[src/rtl/arbc_pkg.sv]
package arbc_pkg;

  typedef enum logic [2:0] {
    ST_WAIT    = 3'd0,
    ST_ARB     = 3'd1,
    ST_LOSE    = 3'd2,
    ST_SELHOLD = 3'd3,
    ST_GRANT   = 3'd4,
    ST_OWN     = 3'd5
  } arb_state_t;

endpackage

[src/rtl/arbc_idle_watch.sv]
module arbc_idle_watch #(
  parameter int SETTLE_CYC = 4,
  parameter int FREE_CYC   = 3,
  parameter int SET_CYC    = 8
) (
  input  logic clk,
  input  logic rst_n,
  input  logic bus_busy_i,
  input  logic bus_sel_i,
  input  logic bus_rst_i,
  output logic bus_free_o,
  output logic window_o
);

  localparam int QW = $clog2(SETTLE_CYC + 1) + 1;
  localparam int AW = $clog2(SET_CYC + 2) + 1;
  localparam logic [QW-1:0] Q_FULL   = QW'(SETTLE_CYC);
  localparam logic [AW-1:0] AGE_OPEN = AW'(FREE_CYC);
  localparam logic [AW-1:0] AGE_SHUT = AW'(SET_CYC);

  logic          quiet;
  logic [QW-1:0] qcnt_q, qcnt_d;
  logic [AW-1:0] age_q, age_d;

  assign quiet = !bus_busy_i && !bus_sel_i && !bus_rst_i;

  // consecutive quiet-sample counter, saturating at the settle window
  always_comb begin
    qcnt_d = qcnt_q;
    if (!quiet) begin
      qcnt_d = '0;
    end else if (qcnt_q < Q_FULL) begin
      qcnt_d = qcnt_q + 1'b1;
    end
  end

  assign bus_free_o = (qcnt_q == Q_FULL);

  // cycles since free was detected, saturating just past the set window
  always_comb begin
    age_d = age_q;
    if (!bus_free_o) begin
      age_d = '0;
    end else if (age_q <= AGE_SHUT) begin
      age_d = age_q + 1'b1;
    end
  end

  assign window_o = bus_free_o && quiet && (age_q >= AGE_OPEN) && (age_q <= AGE_SHUT);

  always_ff @(posedge clk or negedge rst_n) begin
    if (!rst_n) begin
      qcnt_q <= '0;
      age_q  <= '0;
    end else begin
      qcnt_q <= qcnt_d;
      age_q  <= age_d;
    end
  end

  // free is only reported when the previous sample was quiet
  a_r1_free_needs_quiet: assert property (@(posedge clk) disable iff (!rst_n)
    bus_free_o |-> $past(quiet));

endmodule

[src/rtl/arbc_prio_cmp.sv]
module arbc_prio_cmp #(
  parameter int ID_W = 8
) (
  input  logic [ID_W-1:0] cand_id_i,
  input  logic [ID_W-1:0] bus_data_i,
  input  logic [ID_W-1:0] new_id_i,
  output logic            higher_o,
  output logic            id_ok_o
);

  localparam int OW = $clog2(ID_W + 1);

  logic [ID_W-1:0] above;
  logic [OW-1:0]   ones;

  // above[i] is set when bit i outranks the candidate ID
  generate
    for (genvar gi = 0; gi < ID_W; gi++) begin : g_rank
      if (gi == 0) begin : g_low
        assign above[gi] = 1'b0;
      end else begin : g_up
        assign above[gi] = |cand_id_i[gi-1:0];
      end
    end
  endgenerate

  assign higher_o = |(bus_data_i & above);

  always_comb begin
    ones = '0;
    for (int i = 0; i < ID_W; i++) begin
      ones = ones + OW'(new_id_i[i]);
    end
  end

  assign id_ok_o = (ones == OW'(1));

endmodule

[src/rtl/arbc_fsm.sv]
module arbc_fsm
  import arbc_pkg::*;
#(
  parameter int ID_W     = 8,
  parameter int ARB_CYC  = 5,
  parameter int HOLD_CYC = 6
) (
  input  logic            clk,
  input  logic            rst_n,
  input  logic            window_i,
  input  logic            sel_line_i,
  input  logic            bus_rst_i,
  input  logic            higher_i,
  input  logic            id_ok_i,
  input  logic            req_i,
  input  logic            drop_i,
  input  logic [ID_W-1:0] id_i,
  output logic [ID_W-1:0] cand_id_o,
  output logic            drive_bsy_o,
  output logic            drive_sel_o,
  output logic [ID_W-1:0] drive_data_o,
  output logic            won_o,
  output logic            lost_o
);

  localparam int CMAX  = (ARB_CYC > HOLD_CYC) ? ARB_CYC : HOLD_CYC;
  localparam int CNT_W = $clog2(CMAX + 1);
  localparam logic [CNT_W-1:0] ARB_LAST  = CNT_W'(ARB_CYC - 1);
  localparam logic [CNT_W-1:0] HOLD_LAST = CNT_W'(HOLD_CYC - 1);

  arb_state_t       state_q, state_d;
  logic [CNT_W-1:0] cnt_q, cnt_d;
  logic             pend_q, pend_d;
  logic [ID_W-1:0]  id_q;
  logic             id_en;

  // next-state
  always_comb begin
    state_d = state_q;
    cnt_d   = '0;
    unique case (state_q)
      ST_WAIT: begin
        if (pend_q && window_i) state_d = ST_ARB;
      end
      ST_ARB: begin
        if (sel_line_i) begin
          state_d = ST_LOSE;
        end else if (cnt_q == ARB_LAST) begin
          state_d = higher_i ? ST_LOSE : ST_SELHOLD;
        end else begin
          cnt_d = cnt_q + 1'b1;
        end
      end
      ST_LOSE: state_d = ST_WAIT;
      ST_SELHOLD: begin
        if (cnt_q == HOLD_LAST) state_d = ST_GRANT;
        else                    cnt_d   = cnt_q + 1'b1;
      end
      ST_GRANT: state_d = ST_OWN;
      ST_OWN:   state_d = ST_OWN;
      default:  state_d = ST_WAIT;
    endcase
    if (bus_rst_i || drop_i) begin
      state_d = ST_WAIT;
      cnt_d   = '0;
    end
  end

  // request latch: drop wins, a new valid request sets, a grant consumes
  always_comb begin
    pend_d = pend_q;
    if (state_q == ST_GRANT) pend_d = 1'b0;
    if (req_i && id_ok_i)    pend_d = 1'b1;
    if (drop_i)              pend_d = 1'b0;
  end

  assign id_en = req_i && id_ok_i && !drop_i && (state_q == ST_WAIT);

  always_ff @(posedge clk or negedge rst_n) begin
    if (!rst_n) begin
      state_q <= ST_WAIT;
      cnt_q   <= '0;
      pend_q  <= 1'b0;
      id_q    <= '0;
    end else begin
      state_q <= state_d;
      cnt_q   <= cnt_d;
      pend_q  <= pend_d;
      if (id_en) id_q <= id_i;
    end
  end

  assign cand_id_o    = id_q;
  assign drive_bsy_o  = (state_q != ST_WAIT) && (state_q != ST_LOSE);
  assign drive_sel_o  = (state_q == ST_SELHOLD) || (state_q == ST_GRANT) || (state_q == ST_OWN);
  assign drive_data_o = drive_bsy_o ? id_q : '0;
  assign won_o        = (state_q == ST_GRANT);
  assign lost_o       = (state_q == ST_LOSE);

  // an ID that is not one-hot never becomes pending on its own
  a_r9_bad_id_ignored: assert property (@(posedge clk) disable iff (!rst_n)
    (!pend_q && req_i && !id_ok_i) |=> !pend_q);

  // a loss keeps the request pending unless it was dropped
  a_r10_retry_kept: assert property (@(posedge clk) disable iff (!rst_n)
    (state_q == ST_LOSE && !drop_i) |=> pend_q);

endmodule

[src/rtl/arb_contender.sv]
module arb_contender #(
  parameter int ID_W       = 8,
  parameter int SETTLE_CYC = 4,
  parameter int FREE_CYC   = 3,
  parameter int SET_CYC    = 8,
  parameter int ARB_CYC    = 5,
  parameter int CLEAR_CYC  = 2
) (
  input  logic            clk,
  input  logic            rst_n,
  input  logic            bus_busy_i,
  input  logic            bus_sel_i,
  input  logic            bus_rst_i,
  input  logic [ID_W-1:0] bus_data_i,
  input  logic            arb_req_i,
  input  logic            arb_drop_i,
  input  logic [ID_W-1:0] my_id_i,
  output logic            busy_drive_o,
  output logic            sel_drive_o,
  output logic [ID_W-1:0] data_drive_o,
  output logic            won_o,
  output logic            lost_o
);

  localparam int HOLD_CYC = CLEAR_CYC + SETTLE_CYC;
  localparam int HW       = $clog2(HOLD_CYC + 1) + 1;

  logic [1:0]      rst_sync;
  logic            rst_n_s;
  logic            free_w, window_w, higher_w, id_ok_w;
  logic [ID_W-1:0] cand_id_w;

  // asynchronous assert, synchronous release
  always_ff @(posedge clk or negedge rst_n) begin
    if (!rst_n) rst_sync <= 2'b00;
    else        rst_sync <= {rst_sync[0], 1'b1};
  end
  assign rst_n_s = rst_sync[1];

  arbc_idle_watch #(
    .SETTLE_CYC(SETTLE_CYC),
    .FREE_CYC  (FREE_CYC),
    .SET_CYC   (SET_CYC)
  ) u_idle (
    .clk       (clk),
    .rst_n     (rst_n_s),
    .bus_busy_i(bus_busy_i),
    .bus_sel_i (bus_sel_i),
    .bus_rst_i (bus_rst_i),
    .bus_free_o(free_w),
    .window_o  (window_w)
  );

  arbc_prio_cmp #(.ID_W(ID_W)) u_prio (
    .cand_id_i (cand_id_w),
    .bus_data_i(bus_data_i),
    .new_id_i  (my_id_i),
    .higher_o  (higher_w),
    .id_ok_o   (id_ok_w)
  );

  arbc_fsm #(
    .ID_W    (ID_W),
    .ARB_CYC (ARB_CYC),
    .HOLD_CYC(HOLD_CYC)
  ) u_fsm (
    .clk         (clk),
    .rst_n       (rst_n_s),
    .window_i    (window_w),
    .sel_line_i  (bus_sel_i),
    .bus_rst_i   (bus_rst_i),
    .higher_i    (higher_w),
    .id_ok_i     (id_ok_w),
    .req_i       (arb_req_i),
    .drop_i      (arb_drop_i),
    .id_i        (my_id_i),
    .cand_id_o   (cand_id_w),
    .drive_bsy_o (busy_drive_o),
    .drive_sel_o (sel_drive_o),
    .drive_data_o(data_drive_o),
    .won_o       (won_o),
    .lost_o      (lost_o)
  );

  // checker-only counter: consecutive cycles with select driven
  logic [HW-1:0] sel_run;
  always_ff @(posedge clk or negedge rst_n_s) begin
    if (!rst_n_s)                      sel_run <= '0;
    else if (!sel_drive_o)             sel_run <= '0;
    else if (sel_run < HW'(HOLD_CYC))  sel_run <= sel_run + 1'b1;
  end

  // busy is only taken out of a quiet bus
  a_r2_enter_quiet: assert property (@(posedge clk) disable iff (!rst_n_s)
    $rose(busy_drive_o) |-> $past(!bus_busy_i && !bus_sel_i && !bus_rst_i));

  // at most one data bit, and data only together with busy
  a_r4_one_bit: assert property (@(posedge clk) disable iff (!rst_n_s)
    $onehot0(data_drive_o) && ((|data_drive_o) == busy_drive_o));

  // select only rises while busy is already held
  a_r5_sel_after_busy: assert property (@(posedge clk) disable iff (!rst_n_s)
    $rose(sel_drive_o) |-> $past(busy_drive_o));

  // won only after the full hold window with select driven
  a_r6_hold_before_won: assert property (@(posedge clk) disable iff (!rst_n_s)
    won_o |-> (sel_run >= HW'(HOLD_CYC)) && !lost_o);

  // a lost pulse comes with every line released
  a_r7_lost_released: assert property (@(posedge clk) disable iff (!rst_n_s)
    lost_o |-> (!busy_drive_o && !sel_drive_o && (data_drive_o == '0)));

  // bus reset releases everything at the next cycle
  a_r8_rst_release: assert property (@(posedge clk) disable iff (!rst_n_s)
    bus_rst_i |=> (!busy_drive_o && !sel_drive_o && (data_drive_o == '0)));

  // drop releases everything with no pulse
  a_r11_drop_release: assert property (@(posedge clk) disable iff (!rst_n_s)
    arb_drop_i |=> (!busy_drive_o && !sel_drive_o && !won_o && !lost_o));

endmodule

[config.mk]
export PLATFORM = sky130hd
export DESIGN_NAME = arb_contender
export DESIGN_NICKNAME = d
export VERILOG_FILES = /design/src/rtl/arbc_pkg.sv /design/src/rtl/arbc_idle_watch.sv /design/src/rtl/arbc_prio_cmp.sv /design/src/rtl/arbc_fsm.sv /design/src/rtl/arb_contender.sv
export SDC_FILE = /design/constraint.sdc
export NUM_CORES = 1
export LEC_CHECK = 0
export BUFFER_PORTS_ARGS = -buffer_cell sky130_fd_sc_hd__buf_2
export CAP_MARGIN = 20
export CORE_ASPECT_RATIO = 1.5
export CORE_MARGIN = 5
export CORE_UTILIZATION = 50
export CTS_CLUSTER_DIAMETER = 120
export DETAILED_ROUTE_END_ITERATION = 12
export GPL_ROUTABILITY_DRIVEN = 0
export PLACE_DENSITY = 0.83
export SETUP_SLACK_MARGIN = 0.02
export SYNTH_ARGS = -nofsm -noshare
export SYNTH_HDL_FRONTEND = slang
export SYNTH_SLANG_ARGS = --single-unit
export TNS_END_PERCENT = 30
[constraint.sdc]
create_clock -name clk -period 2.3 [get_ports clk]
set_input_delay 0.345 -clock clk [delete_from_list [all_inputs] [get_ports clk]]
set_output_delay 0.345 -clock clk [all_outputs]
set_load 0.05 [all_outputs]
==> results of run 1 <==
-- power by group through the flow --
| stage | clock (mW) | sequential (mW) | combinational, mW |
|---|---|---|---|
| floorplan | 0 | 0.587 | 0.202 |
| global placement | 0 | 0.610 | 0.258 |
| detailed placement | 0 | 0.617 | 0.277 |
| CTS | 0.302 | 0.611 | 0.332 |
| global route | 0.323 | 0.626 | 0.373 |
| finish | 0.300 | 0.618 | 0.346 |
-- timing repair --
item,4_1_cts,5_1_grt
hold buffers,1,0
pin swaps,8,7
setup endpoints to repair,9,9
setup buffers,1,2
hold endpoints to repair,2,0
resized for setup,13,1
-- worst max-delay path by stage --
stage,cells past startpoint,end
global placement,15,u_fsm.cand_id_o[0]
floorplan,13,u_fsm.cand_id_o[0]
CTS,15,u_fsm.cand_id_o[7]
finish,15,u_fsm.cand_id_o[6]
detailed placement,15,u_fsm.cand_id_o[0]
global route,15,u_fsm.cand_id_o[6]
-- cell type report --
class / count / share of cell area (%)
Multi-Input combinational cell: 99 / 43.4
Sequential cell: 26 / 34.4
Inverter: 21 / 4.17
Clock buffer: 4 / 2.91
Timing Repair Buffer: 39 / 12.5
Tap cell: 39 / 2.58
-- logic make-up (layout without fill, tap and decap cells) --
logic type               Yosys count  in the layout  synth area share, %
buffers and inverters             23             64                 6.22
adder cells (fa/ha/maj)           14             14                 13.6
AND/OR/NAND/NOR                   47             47                 17.3
AO/OA/AOI/OAI                     22             22                 8.79
multiplexers                      11             11                 8.37
other                              1              1                0.249
flip-flops                        26             26                 43.1
XOR/XNOR                           4              4                 2.32
-- stage by stage --
| stage | area, sq um | instances | hold WS (ps) | power (mW) | setup WS [ps] |
|---|---|---|---|---|---|
| after floorplan | 1540 | 148 | 49.4 | 0.789 | -1140 |
| after global placement | 1760 | 221 | 130 | 0.869 | -1260 |
| after detailed placement | 1760 | 221 | 133 | 0.894 | -1360 |
| after CTS | 1880 | 227 | 282 | 1.25 | -1000 |
| after global routing | 1890 | 228 | 287 | 1.32 | -1100 |
| final | 1890 | 228 | 285 | 1.26 | -1020 |
-- worst max-delay path, delay by kind of cell --
| family | cells | cell delay, ps |
|---|---|---|
| compound gates | 1 | 150 |
| fa+ha+maj | 5 | 1760 |
| buf+inv | 5 | 430 |
| mux | 2 | 480 |
| simple gates | 2 | 310 |
-- cell usage after synthesis (2+ instances only) --
| library cell | n |
|---|---|
| inv_1 | 21 |
| a211oi_1 | 3 |
| fa_1 | 4 |
| nor2_1 | 17 |
| nand2b_1 | 3 |
| nand3_1 | 2 |
| ha_1 | 10 |
| xnor2_1 | 3 |
| mux2_2 | 9 |
| and2_1 | 8 |
| o21ai_0 | 7 |
| or3_1 | 2 |
| dfrtp_1 | 26 |
| nor3_1 | 3 |
| a41oi_1 | 2 |
| nand2_1 | 5 |
| a21oi_1 | 7 |
-- registers in the layout (all words and copies together) (netlist names) --
register,cells
u_idle.age_q,5
u_idle.qcnt_q,4
u_fsm.state_q,3
u_fsm.pend_q,1
u_fsm.cand_id_o,8
u_fsm.cnt_q,3
rst_sync,2
-- per-layer routing --
layer | GRT usage [%] | wire length (microns)
met1 | 20.4 | 1290
met2 | 34.7 | 2070
met4 | 7.48 | 116
met5 | 0 | 0
met3 | 1.94 | 137
==> impl_metrics.json, run 1 <==
{
  "path_class": "in2reg",
  "r2r_setup_slack_ps": 610,
  "synth-seq-area-share_pct": 43.1,
  "synthFlopType": "dfrtp_1",
  "status": "finished, violations left",
  "p_int_mw": 0.895,
  "cts_tree": "built",
  "cts_sinks": 26,
  "p_clk_share_pct": 23.7,
  "crit_path_start": "my_id_i[1]",
  "switching_power_mw": 0.369,
  "hp-class": "in2reg",
  "drc_errors": 0,
  "async_flop_share_pct": 100,
  "synth_top_area_share_pct": 43.1,
  "clkTransAtPathRegs_ps": 90,
  "dr.pass1.iters": 4,
  "startpoint_type": "primary input",
  "synth_area_leaders": "dfrtp_1 (43%), ha_1 (8.3%), mux2_2 (6.7%), fa_1 (5.3%), inv_1 (5.2%)",
  "violations": "negative setup slack",
  "grt_pass1_wl_microns": 5860,
  "setup_tns_ps": -8670,
  "fp.dieH_microns": 77.3,
  "cts_root_buf": "clkbuf_8",
  "timing.fmax_mhz": 302,
  "synthCells": 148,
  "fin_crit_sh_pct": 144,
  "crit_fanout": 5,
  "via_per_inst": 5.36,
  "cts_buffers": 3,
  "diodes": 0,
  "fillers": 245,
  "crit_top_cell": "inv_2",
  "ys_seq_elements": 26,
  "overflow": 0,
  "fin_util_pct": 64.9,
  "dp_hpwl_microns": 2750,
  "post_drt_wl_per_cell_microns": 15.9,
  "drv_slew": 0,
  "clock_skew_ps": 6.11,
  "required_ps": 2470,
  "finalCriticalPeriod_ps": 3320,
  "via_count": 1222,
  "sequentialPowerShare_pct": 48.9,
  "finalHoldViolCount": 0,
  "multiInputGateArea_sq_um": 821,
  "combPwrFrac_pct": 27.4,
  "p_leak_nw": 0.923,
  "antenna_found_initial": 0,
  "synth_cell_type_count": 33,
  "final.setup.worst_slack_ps": -1020,
  "whs_endpoint": "u_fsm.state_q[2]",
  "relSlewSlack_pct": 36.5,
  "ant_nets": 0,
  "hold_depth": 2,
  "initial_core_util_pct": 51.8,
  "syn_area_sq_um": 1510,
  "power_density_nw_per_um2": 668,
  "ios": 35,
  "synth.avg_cell_area_sq_um": 10.2,
  "dieArea_sq_um": 4240,
  "switching_share_pct": 29.2,
  "setup_violations": 9,
  "wl_microns": 3620,
  "yosys.area.top_type": "dfrtp_1",
  "rsz0062_at_grt": "yes",
  "final_common_cell": "buf_2",
  "reg2reg_depth": 6,
  "syn_to_final_growth_pct": 25.3,
  "maxCapViolCount": 0,
  "grt_pass1_vias": 1322,
  "regArea_sq_um": 651,
  "worstSkewPairLatency_ps": 280,
  "slowest_stage": "fa_1",
  "cts_max_path_buffers": 2,
  "r2r_start": "u_idle.age_q[1]",
  "port_buffers": 33,
  "critPathMaxStageDelay_ps": 500,
  "layout_common_cells": "buf_2 (31), dfrtp_1 (26), inv_1 (18)",
  "dr.first_iter.drc_count": 42,
  "grt_max_degree": 25,
  "die_x_microns": 54.9,
  "critPathCaptureType": "register",
  "vdd_drop_max_mv": 0.485,
  "holdCritStartpoint": "bus_rst_i",
  "num_rows": 24,
  "grt_usage_pct": 18.9,
  "cp.arrival_ps": 3490,
  "fin_nets": 227,
  "drive_above_1_share_pct": 33.3,
  "crit_chain": "buf_6, ha_4, inv_2, fa_1, fa_1, inv_2, fa_2, inv_2, fa_2, a211oi_2, mux2_4, nand4_4, nor3_4, buf_6, mux2_4",
  "cts_max_level": 1,
  "core_area_sq_um": 2910,
  "yosysWarnings": 0,
  "worst_slew_pin_slew_ps": 952,
  "r2r_end": "u_fsm.state_q[0]",
  "synthesis.nets": 185,
  "synth_edf_count": 0
}
Note: power is estimated with default switching activity, not from simulation.
==> inputs of run 2 (changes only) <==
--- a/config.mk
+++ b/config.mk
@@ -5,15 +5,15 @@
 export SDC_FILE = /design/constraint.sdc
 export NUM_CORES = 1
 export LEC_CHECK = 0
-export BUFFER_PORTS_ARGS = -buffer_cell sky130_fd_sc_hd__buf_2
 export CAP_MARGIN = 20
 export CORE_ASPECT_RATIO = 1.5
 export CORE_MARGIN = 5
 export CORE_UTILIZATION = 50
 export CTS_CLUSTER_DIAMETER = 120
 export DETAILED_ROUTE_END_ITERATION = 12
+export DONT_BUFFER_PORTS = 1
 export GPL_ROUTABILITY_DRIVEN = 0
-export PLACE_DENSITY = 0.83
+export PLACE_DENSITY = 0.73
 export SETUP_SLACK_MARGIN = 0.02
 export SYNTH_ARGS = -nofsm -noshare
 export SYNTH_HDL_FRONTEND = slang
==> impl_metrics.json, run 2 (same netlist as run 1, synthesis figures left out) <==
{
  "cts_root_buf": "clkbuf_8",
  "critPathMaxStageDelay_ps": 480,
  "worstSkewPairLatency_ps": 270,
  "power_density_nw_per_um2": 726,
  "ant_nets": 0,
  "largest_reg_flops": 8,
  "dp_hpwl_microns": 2400,
  "grt_pass1_vias": 1183,
  "rsz0062_at_grt": "yes",
  "grt_usage_pct": 16.7,
  "p_leak_nw": 0.774,
  "post_dp_cell_area_sq_um": 1620,
  "wl_microns": 2920,
  "drt-met1-wl_microns": 1020,
  "crit_chain": "ha_4, inv_2, fa_1, fa_1, inv_1, fa_2, inv_2, fa_2, a211oi_2, mux2_4, nand4_4, nor3_4, buf_12, mux2_2",
  "dr.first_iter.drc_count": 11,
  "path_class": "in2reg",
  "cts_buffers": 3,
  "cp.arrival_ps": 3330,
  "core_area_sq_um": 2910,
  "critPathCaptureType": "register",
  "place_ws_ps": -1230,
  "design_area_sq_um": 1720,
  "num_rows": 24,
  "vdd_drop_max_mv": 0.477,
  "final_common_cell": "dfrtp_1",
  "r2r_end": "u_fsm.cand_id_o[3]",
  "overflow": 0,
  "finalHoldViolCount": 0,
  "via_per_inst": 5.39,
  "layout_common_cells": "dfrtp_1 (26), inv_1 (19), nor2_1 (17)",
  "timing.fmax_mhz": 315,
  "r2r_start": "u_fsm.state_q[1]",
  "cp_top_family": "adder cells",
  "fin_nets": 195,
  "post_drt_wl_per_cell_microns": 14.9,
  "die_x_microns": 54.9,
  "violations": "negative setup slack",
  "clkTransAtPathRegs_ps": 90,
  "worst_slew_pin_slew_ps": 961,
  "via_count": 1056,
  "initial_core_util_pct": 51.8,
  "ios": 35,
  "antenna_found_initial": 0,
  "fp.dieH_microns": 77.3,
  "status": "finished, violations left",
  "hp-class": "in2reg",
  "top_layer_used": "met4",
  "dr.pass1.iters": 5,
  "syn_to_final_growth_pct": 14.0,
  "dr_wl_met2_microns": 1670,
  "startpoint_type": "primary input",
  "fin_util_pct": 59.1,
  "crit_path_start": "my_id_i[1]",
  "drive_above_1_share_pct": 19.1,
  "maxCapViolCount": 0,
  "cp.depth": 14,
  "final.setup.worst_slack_ps": -873,
  "dr_wl_met3_microns": 174,
  "crit_fanout": 8,
  "setup_tns_ps": -7270,
  "cp_num_buf_inv": 4,
  "finalCriticalPeriod_ps": 3170,
  "critPathCapture": "u_fsm.cand_id_o[3]",
  "hold_depth": 1,
  "reg2reg_depth": 4,
  "grt_max_degree": 25,
  "clock_skew_ps": 7.12,
  "grt_pass1_wl_microns": 5300,
  "slowest_stage": "fa_1",
  "cts_sinks": 26,
  "required_ps": 2460,
  "diodes": 0,
  "cts_tree": "built",
  "drc_errors": 0,
  "cts_max_path_buffers": 2,
  "relSlewSlack_pct": 35.9,
  "drv_slew": 0,
  "fin_crit_sh_pct": 138,
  "cts_max_level": 1,
  "dieArea_sq_um": 4240,
  "r2r_setup_slack_ps": 600,
  "setup_violations": 9,
  "port_buffers": 0
}
==> run 2: cell count changes in the layout (fill, tap and decap cells not counted), sizes merged <==
cell    before  now
buf         38    6
bufinv       0    1
clkbuf       4    3
==> run 2: area by class of cell <==
class | count | area, sq um
Sequential cell | 26 | 651
Clock inverter | 1 | 30.0
Tap cell | 39 | 48.8
Multi-Input combinational cell | 99 | 803
Timing Repair Buffer | 7 | 67.6
Fill cell | 265 | 1190
Inverter | 21 | 78.8
Clock buffer | 3 | 41.3
==> run 2: how the worst min path moves through the flow <==
| stage | from | end | slack (ps) |
|---|---|---|---|
| after floorplan | rst_n | rst_sync[0] | 50 |
| final | bus_rst_i | u_fsm.state_q[2] | 130 |
| after detailed placement | rst_n | rst_sync[1] | 50 |
| after global routing | arb_drop_i | u_fsm.pend_q | 110 |
| after CTS | bus_rst_i | u_fsm.state_q[2] | 120 |
| after global placement | rst_n | rst_sync[1] | 50 |
==> run 2: layer usage <==
layer	vias up	global-route usage [%]
met2	29	30.1
met1	515	17.9
met4	0	4.74
met3	5	4.46
met5	-	0
li1	507	-
==> run 2: power by group <==
part | switching [mW] | internal [mW] | total (mW)
combinational | 0.101 | 0.162 | 0.263
sequential | 0.0752 | 0.534 | 0.609
clock | 0.143 | 0.233 | 0.376
==> run 2: worst reg2reg max path: stages (launching register included) <==
cell,delay [ps]
dfrtp_1,460
or3_1,470
nor3_4,170
buf_12,150
mux2_2,330
==> run 2: through the flow <==
| stage | hold slack (ps) | cells | power [mW] |
|---|---|---|---|
| finish | 126 | 196 | 1.25 |
| global route | 112 | 196 | 1.32 |
| CTS | 120 | 196 | 1.27 |
| detailed placement | 49.5 | 190 | 0.862 |
| global placement | 49.5 | 190 | 0.846 |
| floorplan | 49.4 | 148 | 0.789 |
==> run 2: timing repair <==
item	4_1_cts	5_1_grt
setup buffers	1	0
hold endpoints to repair	2	0
endpoints found under the setup margin	9	9
gates resized for setup	2	0
hold buffers	1	0
pin swaps	2	1
